[src/rtl/seq_pkg.sv]
package seq_pkg;

    localparam int unsigned SEQ_STATES  = 62;
    localparam int unsigned SEQ_DATA_W  = 16;
    localparam int unsigned SEQ_NUM_SRC = 2;

    // Default flag windows for the two sources
    localparam int unsigned GRP_A_FIRST = 33;
    localparam int unsigned GRP_A_LAST  = 36;
    localparam int unsigned GRP_B_FIRST = 37;
    localparam int unsigned GRP_B_LAST  = 37;

    // What the chain does on the next edge
    typedef enum logic [1:0] {
        OP_SHIFT = 2'd0,
        OP_LOAD  = 2'd1,
        OP_CLEAR = 2'd2
    } chain_op_e;

    // Reset outranks start; otherwise plain shift
    function automatic chain_op_e pick_op(input logic rst, input logic start);
        if (rst)        return OP_CLEAR;
        else if (start) return OP_LOAD;
        else            return OP_SHIFT;
    endfunction

    // Per-source select bundle
    typedef struct packed {
        logic hit_b;
        logic hit_a;
    } src_sel_t;

endpackage

[src/rtl/seq_flag_chain.sv]
module seq_flag_chain
    import seq_pkg::*;
#(
    parameter int unsigned NUM_STATES = SEQ_STATES
) (
    input  logic                  clk,
    input  logic                  rst,
    input  logic                  start,
    output logic [NUM_STATES-1:0] flags
);

    localparam logic [NUM_STATES-1:0] HEAD = NUM_STATES'(1);

    logic [NUM_STATES-1:0] flags_q;
    logic [NUM_STATES-1:0] flags_d;
    chain_op_e             op;

    always_comb begin
        op = pick_op(rst, start);
        unique case (op)
            OP_CLEAR: flags_d = '0;
            OP_LOAD:  flags_d = HEAD;
            default:  flags_d = {flags_q[NUM_STATES-2:0], 1'b0};
        endcase
    end

    always_ff @(posedge clk) begin
        flags_q <= flags_d;
    end

    assign flags = flags_q;

endmodule

[src/rtl/seq_group_decode.sv]
module seq_group_decode #(
    parameter int unsigned NUM_STATES = 62,
    parameter int unsigned FIRST      = 33,
    parameter int unsigned LAST       = 36
) (
    input  logic [NUM_STATES-1:0] flags,
    output logic                  hit
);

    logic [NUM_STATES-1:0] mask;

    for (genvar i = 0; i < NUM_STATES; i++) begin : g_mask
        assign mask[i] = (i >= FIRST && i <= LAST) ? 1'b1 : 1'b0;
    end

    assign hit = |(flags & mask);

endmodule

[src/rtl/seq_andor_mux.sv]
module seq_andor_mux #(
    parameter int unsigned NUM_SRC = 2,
    parameter int unsigned W       = 16
) (
    input  logic [NUM_SRC-1:0][W-1:0] src,
    input  logic [NUM_SRC-1:0]        sel,
    output logic [W-1:0]              y
);

    logic [NUM_SRC-1:0][W-1:0] gated;

    for (genvar i = 0; i < NUM_SRC; i++) begin : g_gate
        assign gated[i] = src[i] & {W{sel[i]}};
    end

    always_comb begin
        y = '0;
        for (int i = 0; i < NUM_SRC; i++) begin
            y = y | gated[i];
        end
    end

endmodule

[src/rtl/seq_onehot_watch.sv]
module seq_onehot_watch #(
    parameter int unsigned NUM_STATES = 62
) (
    input  logic [NUM_STATES-1:0] flags,
    output logic                  multi
);

    // Clearing the lowest set bit leaves something only if two or more were set
    assign multi = |(flags & (flags - NUM_STATES'(1)));

endmodule

[src/rtl/onehot_seq_top.sv]
module onehot_seq_top
    import seq_pkg::*;
#(
    parameter int unsigned NUM_STATES = SEQ_STATES,
    parameter int unsigned DATA_W     = SEQ_DATA_W,
    parameter int unsigned A_FIRST    = GRP_A_FIRST,
    parameter int unsigned A_LAST     = GRP_A_LAST,
    parameter int unsigned B_FIRST    = GRP_B_FIRST,
    parameter int unsigned B_LAST     = GRP_B_LAST
) (
    input  logic              clk,
    input  logic              rst,
    input  logic              start,
    input  logic [DATA_W-1:0] src_a,
    input  logic [DATA_W-1:0] src_b,
    output logic [DATA_W-1:0] dout,
    output logic              multi_hot
);

    localparam int unsigned NUM_SRC = SEQ_NUM_SRC;

    logic [NUM_STATES-1:0]          flags;
    src_sel_t                       sel;
    logic [NUM_SRC-1:0][DATA_W-1:0] src_bus;

    seq_flag_chain #(.NUM_STATES(NUM_STATES)) i_chain (
        .clk   (clk),
        .rst   (rst),
        .start (start),
        .flags (flags)
    );

    seq_group_decode #(.NUM_STATES(NUM_STATES), .FIRST(A_FIRST), .LAST(A_LAST)) i_grp_a (
        .flags (flags),
        .hit   (sel.hit_a)
    );

    seq_group_decode #(.NUM_STATES(NUM_STATES), .FIRST(B_FIRST), .LAST(B_LAST)) i_grp_b (
        .flags (flags),
        .hit   (sel.hit_b)
    );

    assign src_bus = {src_b, src_a};

    seq_andor_mux #(.NUM_SRC(NUM_SRC), .W(DATA_W)) i_mux (
        .src (src_bus),
        .sel ({sel.hit_b, sel.hit_a}),
        .y   (dout)
    );

    seq_onehot_watch #(.NUM_STATES(NUM_STATES)) i_watch (
        .flags (flags),
        .multi (multi_hot)
    );

endmodule

[config.mk]
export PLATFORM = sky130hd
export DESIGN_NAME = onehot_seq_top
export DESIGN_NICKNAME = d
export VERILOG_FILES = /design/src/rtl/seq_pkg.sv /design/src/rtl/seq_flag_chain.sv /design/src/rtl/seq_group_decode.sv /design/src/rtl/seq_andor_mux.sv /design/src/rtl/seq_onehot_watch.sv /design/src/rtl/onehot_seq_top.sv
export SDC_FILE = /design/constraint.sdc
export NUM_CORES = 1
export LEC_CHECK = 0
export BUFFER_PORTS_ARGS = -buffer_cell sky130_fd_sc_hd__buf_4
export CAP_MARGIN = 20
export CORE_MARGIN = 10
export CORE_UTILIZATION = 40
export DETAILED_ROUTE_END_ITERATION = 8
export GPL_ROUTABILITY_DRIVEN = 0
export PLACE_DENSITY = 0.65
export SYNTH_ARGS = -nofsm -noshare
export SYNTH_HDL_FRONTEND = slang
export SYNTH_HIERARCHICAL = 1
export SYNTH_SLANG_ARGS = --single-unit
[constraint.sdc]
create_clock -name clk -period 4.3 [get_ports clk]
set_input_delay 0 -clock clk [delete_from_list [all_inputs] [get_ports clk]]
set_output_delay 0 -clock clk [all_outputs]
set_load 0.01 [all_outputs]
==> qor.yml, run 1 <==
report.final.hold_viol_count: 0
power_leakage_nw: 1.40
finalCritPeriodShare_pct: 75.0
fmax_mhz: 310
design.core.area_mm2: 0.00773
commonest_cells_post_synth: "sky130_fd_sc_hd__dfxtp_1, sky130_fd_sc_hd__nor3b_2, sky130_fd_sc_hd__buf_6"
rsz0062_at_grt: "no"
cts_max_level: 3
crit_path_max_fo: 6
synth_area_leaders: "sky130_fd_sc_hd__dfxtp_1, sky130_fd_sc_hd__nor3b_2, sky130_fd_sc_hd__buf_6"
synth.area.mux_share_pct: 0
start_kind: "register"
post_synth_xor_area_fraction_pct: 0
dpl.cell_count: 413
final_layout_size_suffix_gt1_share_pct: 43.4
dieArea_mm2: 0.0119
path_clk_slew_ns: 0.07
start_util_pct: 41.3
criticalPathCategory: "register to output port"
cts.repair.resized: 0
tritoncts.num_buffers: 9
status: "completed"
place.detailed.hpwl_um: 4700
synth-seq-cells: 62
timing.critical_path.required_ns: 4.30
cts-hold-fix-buffers: 0
timing.final.crit_period_ns: 3.22
drt_first_iter_violations: 150
synth_top_flop_cell: "sky130_fd_sc_hd__dfxtp_1"
syn_avg_cell_area_um2: 11.4
number_of_flip_flops_in_the_largest_register: 62
vias: 2356
grt_max_degree: 63
global_route_wire_length_before_repair_um: 10700
cts.path.max_buffers: 2
diodes: 0
worstSetupEndpointType: "output port"
cts_tree: "yes"
ys_types: 52
power.density_cell_area_mw_per_mm2: 315
finalClockSkew_ns: 0.00470
num-fill-cells: 693
synth_adder_area_share_pct: 2.20
grt_pass1_vias: 2236
yosysWarningCount: 6
min_path_type: "input pin to output port"
relSlewSlack_pct: 35.4
gr-total-overflow: 0
drt-vias-per-instance: 5.49
syn-num-nets: 315
cts_num_sinks: 62
synth-compound-area-share_pct: 13.8
grt_antenna_before_repair: 0
synth-async-reset-ratio_pct: 0
mappedNetlistArea_mm2: 0.00319
worst-slew-pin-transition_ns: 0.970
detail_route.wl_per_cell_um: 15.5
clk_root_buffer_cell: "sky130_fd_sc_hd__clkbuf_8"
wl_um: 6630
netlist.area_leader.share_pct: 38.9
remaining_drc_errors: 0
clk-insertion-delay-late_ns: 0.34
final_nets: 357
global_route.usage.total_pct: 11.0
totalNegativeSetupSlack_ns: 0
peakVddDrop_mv: 0.295
die-width_um: 109
postCtsSetupRepairBufs: 0
reg2reg_slack_ns: 3.23
floorplan.rows: 32
final_setup_violation_count: 0
synth_simple_gate_area_share_pct: 38.2
synthCells: 280
synth_top_family_by_area: "simple AND/OR/NAND/NOR gates"
drt-pass1-iter-count: 5
detail-route-antenna-nets: 0
synth_enable_flop_cells: 0
seq_area_frac_synth_pct: 38.9
ioPinCount: 52
maxCapViolations: 0
maxSlewViolCount: 0
report.power.total_mw: 1.16
library_cell_with_the_highest_instance_count_after_synthesis: "sky130_fd_sc_hd__dfxtp_1"
yosysTopAreaCell: "sky130_fd_sc_hd__dfxtp_1"
die_outline_height_um: 109
synthToLayoutAreaGrowth_pct: 15.7
buffer_ports.inserted: 51
layoutNonFillerInstCount: 429
cp_data_arrival_time_ns: 3.22
-- power by group --
| part | switching (mW) | internal, mW |
|---|---|---|
| Combinational | 0.0432 | 0.0282 |
| Sequential | 0.00103 | 0.575 |
| Clock | 0.231 | 0.286 |
| Total | 0.275 | 0.889 |
-- metrics by stage --
stage	cell area, um^2	utilization [%]	worst slack (ns)	hold WS, ns
after floorplan	3190	-	1.76	0.131
after global placement	3480	45.1	1.49	0.290
after detailed placement	3480	45.1	1.43	0.294
after CTS	3690	47.7	1.05	0.282
after global routing	3690	47.7	0.899	0.302
final	3690	47.7	1.08	0.291
-- critical path, stage by stage, from the launching register on --
cell and delay, ns:
sky130_fd_sc_hd__dfxtp_1 0.36, sky130_fd_sc_hd__or4_4 0.57, sky130_fd_sc_hd__nor4_4 0.30, sky130_fd_sc_hd__nand3_2 0.17, sky130_fd_sc_hd__or3_4 0.44, sky130_fd_sc_hd__o31a_1 0.24
sky130_fd_sc_hd__o32a_1 0.16, sky130_fd_sc_hd__nor4_1 0.34, sky130_fd_sc_hd__nand4_1 0.14, sky130_fd_sc_hd__buf_4 0.16
-- final timing paths --
path / start / to / cells after the start
max: i_chain/flags[22] / multi_hot / 9
min: src_b[1] / dout[1] / 3
max reg2reg: i_chain/flags[37] / i_chain/flags[38] / 1
min reg2reg: i_chain/flags[28] / i_chain/flags[29] / 1
-- per-layer routing --
layer | GRT usage, % | vias up | share of wire [%]
li1 | - | 1173 | -
met1 | 13.0 | 1087 | 44
met2 | 17.2 | 87 | 44
met3 | 5.32 | 9 | 11
met4 | 3.44 | 0 | 1.2
met5 | 0 | - | 0
-- placed cells by master (no fill, tap or decap), drive strengths merged, types with 3 or more instances in the layout --
master    count
nand3         3
or3           5
buf          51
a21oi         5
dfxtp        62
nor3         11
nor4         15
nand4         6
maj3          7
nand2         7
o21ai         8
clkinvlp      3
a22o         17
nor3b        61
or4           6
clkbuf       10
nor2         13
a2111oi       4
a211o         3
-- cells by family (layout without fill, tap and decap cells) --
group                      count (synthesis)  count (layout)
adders and majority gates                  7               7
buffers and inverters                     20              67
and+or+nand+nor                          135             135
DFF                                       62              62
AOI/OAI and AO/OA                         56              56
-- layout make-up --
| type | instances | area, um^2 | share of cell area (%) |
|---|---|---|---|
| clock buffers | 10 | 138 | 3.73 |
| clock inverters | 6 | 70.1 | 1.90 |
| multi-input cells | 198 | 1730 | 46.9 |
| flip-flops and latches | 62 | 1240 | 33.6 |
| well taps | 102 | 128 | 3.46 |
| repair buffers | 51 | 383 | 10.4 |
Power figures use the tool's default switching activity.
==> inputs of run 2 (changes only) <==
--- a/config.mk
+++ b/config.mk
@@ -11,7 +11,7 @@
 export CORE_UTILIZATION = 40
 export DETAILED_ROUTE_END_ITERATION = 8
 export GPL_ROUTABILITY_DRIVEN = 0
-export PLACE_DENSITY = 0.65
+export PLACE_DENSITY = 0.67
 export SYNTH_ARGS = -nofsm -noshare
 export SYNTH_HDL_FRONTEND = slang
 export SYNTH_HIERARCHICAL = 1
==> constraint.sdc (replaced) <==
create_clock -name clk -period 2.7 [get_ports clk]
set_input_delay 0 -clock clk [delete_from_list [all_inputs] [get_ports clk]]
set_output_delay 0 -clock clk [all_outputs]
set_load 0.01 [all_outputs]
==> run 2 against run 1 <==
Against the previous run:
- the run now ends with negative setup slack left
- final area is 6.6% higher
- core utilization increased by 3.2 points
- largest power group unchanged
- critical path type unchanged
- cell count grew 4.7%
==> qor.yml, run 2 (synthesized netlist as in run 1, its figures left out) <==
num-fill-cells: 671  # -3.2%
fmax_mhz: 345
final_layout_size_suffix_gt1_share_pct: 51.0  # +7.6 points
dieArea_mm2: 0.0119  # unchanged
layout.cells.most_common_list: "sky130_fd_sc_hd__buf_4, sky130_fd_sc_hd__nor3b_2, sky130_fd_sc_hd__dfxtp_1"
power.density_cell_area_mw_per_mm2: 472  # +49%
relSlewSlack_pct: 35.6  # +0.28 points
drt_first_iter_violations: 156  # +4.0%
start_kind: "register"
buffer_ports.inserted: 51  # unchanged
layout.cell_area.non_filler_mm2: 0.00393  # +6.6%
layout.cells.most_common: "sky130_fd_sc_hd__buf_4"
hold_depth: 2  # -1
reg2reg_slack_ns: 1.86  # -1.37 ns
place_worst_setup_slack_ns: 0.0306  # -1.40 ns
cts_tree: "yes"
timing.final.crit_period_ns: 2.90
worstSetupEndpointType: "output port"
cts.path.max_buffers: 2  # unchanged
dpl_cell_area_mm2: 0.00361  # +3.7%
die-width_um: 109  # unchanged
crit-reg2reg-launch: "i_chain/flags[37]"
clk-insertion-delay-late_ns: 0.33  # about the same
place.detailed.hpwl_um: 4730  # +0.61%
critical_path.endpoint: "multi_hot"
criticalPathCategory: "register to output port"
maxSlewViolCount: 0  # unchanged
remaining_drc_errors: 0  # unchanged
number_of_flip_flops_in_the_largest_register: 62  # unchanged
critical_path.reg2reg.endpoint: "i_chain/flags[38]"
grt_pass1_vias: 2349  # +5.1%
final_nets: 377  # +5.6%
wl_um: 6800  # +2.5%
final_setup_violation_count: 1  # +1
die_outline_height_um: 109  # unchanged
synthToLayoutAreaGrowth_pct: 23.3
floorplan.rows: 32  # unchanged
gr-total-overflow: 0  # unchanged
cp_data_arrival_time_ns: 2.90  # -0.32 ns
drt-pass1-iter-count: 5  # unchanged
power_leakage_nw: 1.55  # +10%
global_route.usage.total_pct: 11.3  # +0.29 points
ioPinCount: 52  # unchanged
finalClockSkew_ns: 0.00951  # +0.00481 ns
clk_root_buffer_cell: "sky130_fd_sc_hd__clkbuf_8"
path_clk_slew_ns: 0.07  # about the same
crit_path_max_fo: 5  # -1
vias: 2464  # +4.6%
rsz0062_at_grt: "yes"
grt_max_degree: 63  # unchanged
worst-slew-pin-transition_ns: 0.966  # -0.00416 ns
design.core.area_mm2: 0.00773  # unchanged
status: "complete, but fails checks"
cts_max_level: 3  # unchanged
cts-hold-fix-buffers: 0  # unchanged
reg2regPathDepth: 2  # +1
min_path_type: "input pin to register"
peakVddDrop_mv: 0.321  # +8.9%
detail_route.wl_per_cell_um: 15.1  # -2.0%
fin_ws_ns: -0.197  # -1.27 ns
report.final.hold_viol_count: 0  # unchanged
cts_num_sinks: 62  # unchanged
global_route_wire_length_before_repair_um: 11100  # +3.5%
grt_antenna_before_repair: 0  # unchanged
detail-route-antenna-nets: 0  # unchanged
failed_checks: "negative setup slack"
cp-startpoint: "i_chain/flags[3]"
finalCritPeriodShare_pct: 107
start_util_pct: 41.3  # unchanged
tritoncts.num_buffers: 9  # unchanged
maxCapViolations: 0  # unchanged
diodes: 0  # unchanged
timing.critical_path.required_ns: 2.70  # -1.60 ns
drt-vias-per-instance: 5.49  # about the same
==> run 2: cell count changes in the layout (fill, tap and decap cells not counted), sizes merged <==
| cell | before | now |
|---|---|---|
| buf | 51 | 71 |
| clkbuf | 10 | 12 |
| clkinv | 1 | 3 |
| clkinvlp | 3 | 0 |
| inv | 1 | 0 |
==> run 2: through the flow <==
step / hold WS, ns / TNS [ns] / utilization (%) / std cells / total power [mW]
6_report: 0.290 / -0.197 / 50.9 / 449 / 1.86
5_1_grt: 0.304 / -0.325 / 50.9 / 449 / 1.93
4_1_cts: 0.291 / -0.187 / 50.1 / 449 / 1.87
3_5_place_dp: 0.291 / 0 / 46.7 / 430 / 1.06
3_3_place_gp: 0.291 / 0 / 46.7 / 430 / 1.06
2_1_floorplan: 0.131 / 0 / - / 280 / 1.02
==> run 2: worst min-delay path by stage <==
stage,end,from,slack [ns]
after floorplan,dout[0],src_b[0],0.13
after global placement,dout[6],src_b[6],0.29
after detailed placement,dout[15],src_b[15],0.29
after CTS,dout[15],src_b[15],0.29
after global routing,dout[3],src_b[3],0.30
final,i_chain/flags[0],rst,0.29
==> run 2: layout make-up <==
type	instances	area, um^2	share of cell area, %
multi-input combinational	198	1820	46.4
sequential	62	1240	31.6
timing repair buffer	71	537	13.6
clock buffer	12	155	3.94
tap	102	128	3.24
clock inverter	4	45.0	1.15
==> run 2: report_power, final <==
part / internal [mW] / switching (mW)
clock network: 0.472 / 0.336
registers: 0.916 / 0.00232
logic: 0.0560 / 0.0727
total: 1.44 / 0.411
==> run 2: layer usage <==
metal  routed length, um  global-route usage, %  share of wire (%)  up-vias
li1                    -                      -                  -     1223
met1                3080                   14.7                 45     1140
met2                2810                   16.4                 41       97
met3                 886                   5.03                 13        4
met4                  32                   3.44               0.47        0
met5                   0                      0                  0        -
==> run 2: critical path, cell delays in order (launching register included) <==
cell and delay, ns:
sky130_fd_sc_hd__dfxtp_2 0.35, sky130_fd_sc_hd__or4_4 0.54, sky130_fd_sc_hd__o21ai_0 0.16, sky130_fd_sc_hd__a21oi_1 0.08, sky130_fd_sc_hd__a2bb2oi_1 0.15, sky130_fd_sc_hd__or4b_4 0.56
sky130_fd_sc_hd__nor4_4 0.30, sky130_fd_sc_hd__and3_1 0.19, sky130_fd_sc_hd__nand4_1 0.09, sky130_fd_sc_hd__buf_4 0.16
==> run 2: what timing repair did <==
| item | 4_1_cts | 5_1_grt |
|---|---|---|
| resized for setup | 10 | 15 |
| setup endpoints to repair | 1 | 1 |
| setup buffers | 3 | 0 |
| pin swaps | 11 | 10 |
